[config.mk]
export PLATFORM = sky130hd
export DESIGN_NAME = rect_fit_engine
export DESIGN_NICKNAME = d
export VERILOG_FILES = /design/src/rtl/rfe_pkg.sv /design/src/rtl/rfe_region_table.sv /design/src/rtl/rfe_fit_check.sv /design/src/rtl/rfe_scan_ctrl.sv /design/src/rtl/rect_fit_engine.sv
export SDC_FILE = /design/constraint.sdc
export NUM_CORES = 1
export LEC_CHECK = 0
export ABC_AREA = 0
export BUFFER_PORTS_ARGS = -buffer_cell sky130_fd_sc_hd__buf_4
export CAP_MARGIN = 20
export CORE_MARGIN = 5
export CORE_UTILIZATION = 42
export CTS_CLUSTER_SIZE = 28
export DETAILED_ROUTE_END_ITERATION = 7
export PLACE_DENSITY = 0.57
export SLEW_MARGIN = 30
export SYNTH_ARGS = -nofsm -noshare
export SYNTH_HDL_FRONTEND = slang
export SYNTH_SLANG_ARGS = --single-unit
[constraint.sdc]
create_clock -name clk -period 5.05 [get_ports clk]
set_input_delay 0.2525 -clock clk [delete_from_list [all_inputs] [get_ports clk]]
set_output_delay 0.2525 -clock clk [all_outputs]
set_load 0.02 [all_outputs]
[src/rtl/rfe_pkg.sv]
package rfe_pkg;
  localparam int unsigned DEF_SLOTS = 10;
  localparam int unsigned DEF_CELLS = 60;
  localparam int unsigned DEF_DIM_W = 4;

  typedef enum logic [0:0] {
    SCAN_IDLE = 1'b0,
    SCAN_RUN  = 1'b1
  } scan_state_e;

  typedef enum logic [0:0] {
    PASS_STRAIGHT = 1'b0,
    PASS_TURNED   = 1'b1
  } pass_e;
endpackage

[src/rtl/rfe_region_table.sv]
module rfe_region_table #(
  parameter int unsigned SLOTS  = 10,
  parameter int unsigned ADDR_W = 6,
  parameter int unsigned DIM_W  = 4,
  parameter int unsigned SLOT_W = 4,
  parameter int unsigned CNT_W  = 4
) (
  input  logic              clk,
  input  logic              rst_n,
  input  logic              we,
  input  logic [SLOT_W-1:0] wr_slot,
  input  logic [ADDR_W-1:0] wr_base,
  input  logic [DIM_W-1:0]  wr_rows,
  input  logic [DIM_W-1:0]  wr_cols,
  input  logic [CNT_W-1:0]  wr_count,
  input  logic [SLOT_W-1:0] rd_slot,
  output logic [ADDR_W-1:0] rd_base,
  output logic [DIM_W-1:0]  rd_rows,
  output logic [DIM_W-1:0]  rd_cols,
  output logic [CNT_W-1:0]  count
);
  logic [ADDR_W-1:0] base_q [SLOTS];
  logic [DIM_W-1:0]  rows_q [SLOTS];
  logic [DIM_W-1:0]  cols_q [SLOTS];
  logic [CNT_W-1:0]  count_q;
  logic [CNT_W-1:0]  count_clamped;
  logic              slot_legal;

  // Writes to slots past the end of the table store nothing; count is clamped.
  assign slot_legal    = (int'(wr_slot) < SLOTS);
  assign count_clamped = (int'(wr_count) > SLOTS) ? CNT_W'(SLOTS) : wr_count;

  always_ff @(posedge clk or negedge rst_n) begin
    if (!rst_n) begin
      for (int s = 0; s < SLOTS; s++) begin
        base_q[s] <= '0;
        rows_q[s] <= '0;
        cols_q[s] <= '0;
      end
      count_q <= '0;
    end else if (we) begin
      count_q <= count_clamped;
      for (int s = 0; s < SLOTS; s++) begin
        if (slot_legal && (wr_slot == SLOT_W'(s))) begin
          base_q[s] <= wr_base;
          rows_q[s] <= wr_rows;
          cols_q[s] <= wr_cols;
        end
      end
    end
  end

  always_comb begin
    rd_base = '0;
    rd_rows = '0;
    rd_cols = '0;
    for (int s = 0; s < SLOTS; s++) begin
      if (rd_slot == SLOT_W'(s)) begin
        rd_base = base_q[s];
        rd_rows = rows_q[s];
        rd_cols = cols_q[s];
      end
    end
  end

  assign count = count_q;
endmodule

[src/rtl/rfe_fit_check.sv]
module rfe_fit_check #(
  parameter int unsigned DIM_W  = 4,
  parameter bit          TURNED = 1'b0
) (
  input  logic [DIM_W-1:0] have_rows,
  input  logic [DIM_W-1:0] have_cols,
  input  logic [DIM_W-1:0] need_rows,
  input  logic [DIM_W-1:0] need_cols,
  output logic             fits
);
  generate
    if (TURNED) begin : g_turned
      // Footprint turned a quarter: its columns stand along the region's rows.
      assign fits = (have_rows >= need_cols) && (have_cols >= need_rows);
    end else begin : g_straight
      assign fits = (have_rows >= need_rows) && (have_cols >= need_cols);
    end
  endgenerate
endmodule

[src/rtl/rfe_scan_ctrl.sv]
module rfe_scan_ctrl
  import rfe_pkg::*;
#(
  parameter int unsigned ADDR_W = 6,
  parameter int unsigned SLOT_W = 4,
  parameter int unsigned CNT_W  = 4
) (
  input  logic              clk,
  input  logic              rst_n,
  input  logic              start,
  input  logic [CNT_W-1:0]  count,
  input  logic [1:0]        fit_vec,
  input  logic [ADDR_W-1:0] slot_base,
  output logic [SLOT_W-1:0] rd_slot,
  output logic              busy,
  output logic              done,
  output logic              unmappable,
  output logic [ADDR_W-1:0] res_base,
  output logic              res_rot
);
  scan_state_e       state_q;
  pass_e             pass_q;
  logic [CNT_W-1:0]  idx_q;
  logic [CNT_W:0]    idx_next_wide;
  logic              in_range;
  logic              fit_now;
  logic              hit;
  logic              last_slot;

  assign idx_next_wide = {1'b0, idx_q} + (CNT_W+1)'(1);
  assign in_range      = (idx_q < count);
  assign fit_now       = (pass_q == PASS_TURNED) ? fit_vec[1] : fit_vec[0];
  assign hit           = in_range && fit_now;
  assign last_slot     = (idx_next_wide >= {1'b0, count});
  assign rd_slot       = idx_q[SLOT_W-1:0];
  assign busy          = (state_q == SCAN_RUN);

  always_ff @(posedge clk or negedge rst_n) begin
    if (!rst_n) begin
      state_q    <= SCAN_IDLE;
      pass_q     <= PASS_STRAIGHT;
      idx_q      <= '0;
      done       <= 1'b0;
      unmappable <= 1'b0;
      res_base   <= '0;
      res_rot    <= 1'b0;
    end else begin
      done       <= 1'b0;
      unmappable <= 1'b0;
      case (state_q)
        SCAN_IDLE: begin
          if (start) begin
            state_q <= SCAN_RUN;
            pass_q  <= PASS_STRAIGHT;
            idx_q   <= '0;
          end
        end
        SCAN_RUN: begin
          if (hit) begin
            done     <= 1'b1;
            res_base <= slot_base;
            res_rot  <= (pass_q == PASS_TURNED);
            state_q  <= SCAN_IDLE;
          end else if (last_slot) begin
            if ((pass_q == PASS_STRAIGHT) && (count != '0)) begin
              pass_q <= PASS_TURNED;
              idx_q  <= '0;
            end else begin
              done       <= 1'b1;
              unmappable <= 1'b1;
              state_q    <= SCAN_IDLE;
            end
          end else begin
            idx_q <= idx_q + CNT_W'(1);
          end
        end
        default: state_q <= SCAN_IDLE;
      endcase
    end
  end
endmodule

[src/rtl/rect_fit_engine.sv]
module rect_fit_engine #(
  parameter int unsigned SLOTS  = rfe_pkg::DEF_SLOTS,
  parameter int unsigned CELLS  = rfe_pkg::DEF_CELLS,
  parameter int unsigned DIM_W  = rfe_pkg::DEF_DIM_W,
  localparam int unsigned ADDR_W = $clog2(CELLS),
  localparam int unsigned SLOT_W = (SLOTS > 1) ? $clog2(SLOTS) : 1,
  localparam int unsigned CNT_W  = $clog2(SLOTS + 1)
) (
  input  logic              clk,
  input  logic              rst_n,
  input  logic              wr_valid,
  output logic              wr_ready,
  input  logic [SLOT_W-1:0] wr_slot,
  input  logic [ADDR_W-1:0] wr_base,
  input  logic [DIM_W-1:0]  wr_rows,
  input  logic [DIM_W-1:0]  wr_cols,
  input  logic [CNT_W-1:0]  wr_count,
  input  logic              req_valid,
  output logic              req_ready,
  input  logic [DIM_W-1:0]  req_rows,
  input  logic [DIM_W-1:0]  req_cols,
  output logic              done,
  output logic              unmappable,
  output logic [ADDR_W-1:0] res_base,
  output logic              res_rot
);
  logic              busy;
  logic              start;
  logic              we;
  logic [SLOT_W-1:0] rd_slot;
  logic [ADDR_W-1:0] rd_base;
  logic [DIM_W-1:0]  rd_rows;
  logic [DIM_W-1:0]  rd_cols;
  logic [CNT_W-1:0]  tbl_count;
  logic [1:0]        fit_vec;
  logic [DIM_W-1:0]  need_rows_q;
  logic [DIM_W-1:0]  need_cols_q;

  assign req_ready = !busy;
  assign wr_ready  = !busy;
  assign start     = req_valid && req_ready;
  assign we        = wr_valid && wr_ready;

  // Requested footprint is captured on acceptance and held for the scan.
  always_ff @(posedge clk or negedge rst_n) begin
    if (!rst_n) begin
      need_rows_q <= '0;
      need_cols_q <= '0;
    end else if (start) begin
      need_rows_q <= req_rows;
      need_cols_q <= req_cols;
    end
  end

  rfe_region_table #(
    .SLOTS(SLOTS), .ADDR_W(ADDR_W), .DIM_W(DIM_W),
    .SLOT_W(SLOT_W), .CNT_W(CNT_W)
  ) u_table (
    .clk(clk), .rst_n(rst_n), .we(we),
    .wr_slot(wr_slot), .wr_base(wr_base), .wr_rows(wr_rows),
    .wr_cols(wr_cols), .wr_count(wr_count),
    .rd_slot(rd_slot), .rd_base(rd_base), .rd_rows(rd_rows),
    .rd_cols(rd_cols), .count(tbl_count)
  );

  generate
    for (genvar p = 0; p < 2; p++) begin : g_pass
      rfe_fit_check #(.DIM_W(DIM_W), .TURNED(p == 1)) u_fit (
        .have_rows(rd_rows), .have_cols(rd_cols),
        .need_rows(need_rows_q), .need_cols(need_cols_q),
        .fits(fit_vec[p])
      );
    end
  endgenerate

  rfe_scan_ctrl #(.ADDR_W(ADDR_W), .SLOT_W(SLOT_W), .CNT_W(CNT_W)) u_ctrl (
    .clk(clk), .rst_n(rst_n), .start(start), .count(tbl_count),
    .fit_vec(fit_vec), .slot_base(rd_base), .rd_slot(rd_slot),
    .busy(busy), .done(done), .unmappable(unmappable),
    .res_base(res_base), .res_rot(res_rot)
  );
endmodule

==> metrics <==
via count of the first global-routing pass=6118; largest net degree at the start of global routing=89; Finish-stage setup viols=0; delay of the slowest cell on the worst path=0.64 ns; total power density per cell area=615 nW/um^2; result of the run=completed; arrival time reported for the critical path endpoint=4.68 ns; Yosys Warn Count=0; EDFF count, synth=0; total global routing overflow=0; Clock transition at path regs=0.06 ns; count of input and output buffers=44; Cell Area, Synth=8260 um^2; area share of the largest cell type after synthesis=50.6%; type of destination of the critical path=flop; max-slew violation count=0; first-pass GRT wire length=34.9 mm; transition time at the pin with the least slew margin=0.944 ns; setup clock skew after layout=0.0114 ns; startpoint of the lowest-slack hold path=req_rows[2]; vias post-DR=5812; Critical Path Slowest Stage Cell=sky130_fd_sc_hd__nor4_1; critical path, cell by cell=inv_1, ha_1, clkinv_1, buf_4, o22ai_1, o21ai_0, a32o_1, a221o_1, ha_1, o21a_1, nor2_1, nor4_1, a22oi_4, buf_4, nand3_1, o211ai_2; root cell of the clock tree=sky130_fd_sc_hd__clkbuf_16; leakage=4.35 nW; Post-Syn Area per Cell=11.8 um^2; clock sink total=167; Post-Layout Inst Area=9440 um^2; number of levels in the clock H-tree=4; clock latency on the worst-skew pair=0.43 ns; DRT iter0 DRCs=448; setup TNS after final layout=0 ns; initial cell density of the core=42.6%; layout cell share with drive strength beyond 1=33.7%; number of register bits inferred by synthesis=167; number of instances resized during post-cts repair=0; worst ir drop on vdd=0.294 mV; area of the die=22600 um^2; number of buffers created by CTS=17; layout overhead on the synthesized area=14.4%; Final HPWL DP=14.2 mm; wire per inst=21.7 um; highest-count cells in the layout ignoring fill and taps=sky130_fd_sc_hd__dfrtp_1, sky130_fd_sc_hd__mux2_2, sky130_fd_sc_hd__buf_4, sky130_fd_sc_hd__o21ai_0, sky130_fd_sc_hd__nand2_1; GP Congestion=0.820; Cell variety after synth=59; Seq/Total Area, Yosys=50.6%; post-synthesis cell count=699; number of failing hold endpoints at the final stage=0; remaining design rule violation count=0; start of the worst register-to-register path=u_ctrl.rd_slot[0]; cell area reported after detailed placement=8760 um^2; TritonCTS clock tree=yes; filler cell count in the final layout=1768; post-route clock period utilization=86.5%; Max Fanout on Critical Path=14; number of I/O pins=45; Hold Path Class=in -> reg; Die Width=150 um; required arrival time at the worst endpoint=5.36 ns; average via count per standard cell=5.81; post-synth net total=761; tightest slew margin relative to the limit=36.9%; count of nets after finishing=784; fraction of registers with async set or reset after synthesis=100%; initial antenna violation count=0; type of element launching the critical path=flop; maximum frequency from static timing analysis=0.229 GHz; kind of critical path=reg -> reg; library cell occupying the most area in the post-synthesis netlist=sky130_fd_sc_hd__dfrtp_1; leading cell type in the layout, fill and taps excluded=sky130_fd_sc_hd__dfrtp_1; Std-Cell Core Area=19400 um^2; unrepaired setup endpoints after global routing=false; leading register cell type out of synthesis=sky130_fd_sc_hd__dfrtp_1; count of standard-cell rows=51; GRT Resource Usage Total=20.3%; clk buf depth=2; ANT cells=0; clock period minus final worst setup slack=4.37 ns; # Max-Cap Violations=0; number of optimization iterations in the first detailed-route pass=5; y dimension of the die=150 um; total routed wirelength=21.7 mm; number of nets with antenna violations after detailed routing=0; Critical path origin=u_ctrl.rd_slot[0]; largest cells by area after synthesis=sky130_fd_sc_hd__dfrtp_1, sky130_fd_sc_hd__mux2_2, sky130_fd_sc_hd__ha_1
## sequential cells by signal, indices dropped and copies added (netlist names), 4 cells and up
signal / cells
u_table.count: 4
u_table.cols_q: 40
need_rows_q: 4
u_table.rows_q: 40
need_cols_q: 4
u_ctrl.res_base: 6
u_table.base_q: 60
u_ctrl.rd_slot: 4
## Yosys cell counts, types with 11 or more instances
cell,n
sky130_fd_sc_hd__a221oi_1,23
sky130_fd_sc_hd__buf_1,19
sky130_fd_sc_hd__a221o_1,11
sky130_fd_sc_hd__clkbuf_1,12
sky130_fd_sc_hd__nand2_1,43
sky130_fd_sc_hd__mux2_2,142
sky130_fd_sc_hd__nor2_1,26
sky130_fd_sc_hd__dfrtp_1,167
sky130_fd_sc_hd__a21oi_1,28
sky130_fd_sc_hd__buf_2,20
sky130_fd_sc_hd__ha_1,28
sky130_fd_sc_hd__inv_1,16
sky130_fd_sc_hd__o21ai_0,48
## metal layers
| layer | GRT usage (%) | vias up | routed length [um] |
|---|---|---|---|
| met1 | 27.7 | 2979 | 9920 |
| met2 | 33.0 | 183 | 10400 |
| met4 | 6.82 | 0 | 406 |
| met3 | 3.64 | 34 | 974 |
| met5 | 0 | - | 0 |
| li1 | - | 2616 | - |
## final timing paths
kind                       slack [ns]                 end  cells after the start
setup reg to reg                 0.68   u_ctrl.rd_slot[2]                     16
min in group asynchronous        0.25    u_table.count[3]                      2
setup / recovery                 0.68   u_ctrl.rd_slot[2]                     16
hold / removal                   0.03      need_rows_q[2]                      3
hold reg to reg                  0.50  u_table.cols_q[10]                      1
max in group asynchronous        3.58         u_ctrl.done                      4
## power by group
part	internal (mW)	total, mW	switching, mW	leakage [nW]
clock network	0.863	1.42	0.560	0.312
registers	1.86	2.18	0.326	2.17
logic	1.02	2.20	1.18	1.86
total	3.74	5.81	2.07	4.35
## what timing repair did
| action | in CTS | in global routing |
|---|---|---|
| hold buffers | 1 | 0 |
| setup buffers | 0 | 0 |
| hold endpoints to repair | 86 | 0 |
## kinds of logic after synthesis
family | count (synthesis) | synth area share, %
compound gates | 170 | 14.5
xor+xnor | 2 | 0.212
flops | 167 | 50.6
fa+ha+maj | 28 | 4.24
simple gates | 111 | 6.50
mux | 145 | 19.8
buf+inv | 76 | 4.17
## through the flow
step           util (%)  total power [mW]  worst slack, ns  cells  hold slack (ns)
6_report           48.7              5.81            0.681   1000           0.0338
5_1_grt            48.7              6.19            0.369   1000           0.0435
4_1_cts            48.5              5.82            0.708    999           0.0178
3_5_place_dp       45.2              4.38            0.733    966            0.390
3_3_place_gp       45.2              4.29            0.835    966            0.377
2_1_floorplan         -              3.72             1.40    699          -0.0431
## critical path, delay by kind of cell, from the launching register on
family	cells	cell delay, ns
flip-flops	1	0.43
AO/OA/AOI/OAI	7	1.29
buffers and inverters	4	1.22
AND/OR/NAND/NOR	3	0.78
adder cells (fa/ha/maj)	2	0.51
## area by class of cell
class,instances,area (um^2),area share (%)
Inverter,19,71.3,0.755
Clock buffer,20,457,4.84
Timing Repair Buffer,61,484,5.13
Sequential cell,167,4180,44.3
Multi-Input combinational cell,456,3730,39.5
Tap cell,265,332,3.51
Clock inverter,12,185,1.96
No activity file was read; power rests on OpenSTA's default activity.
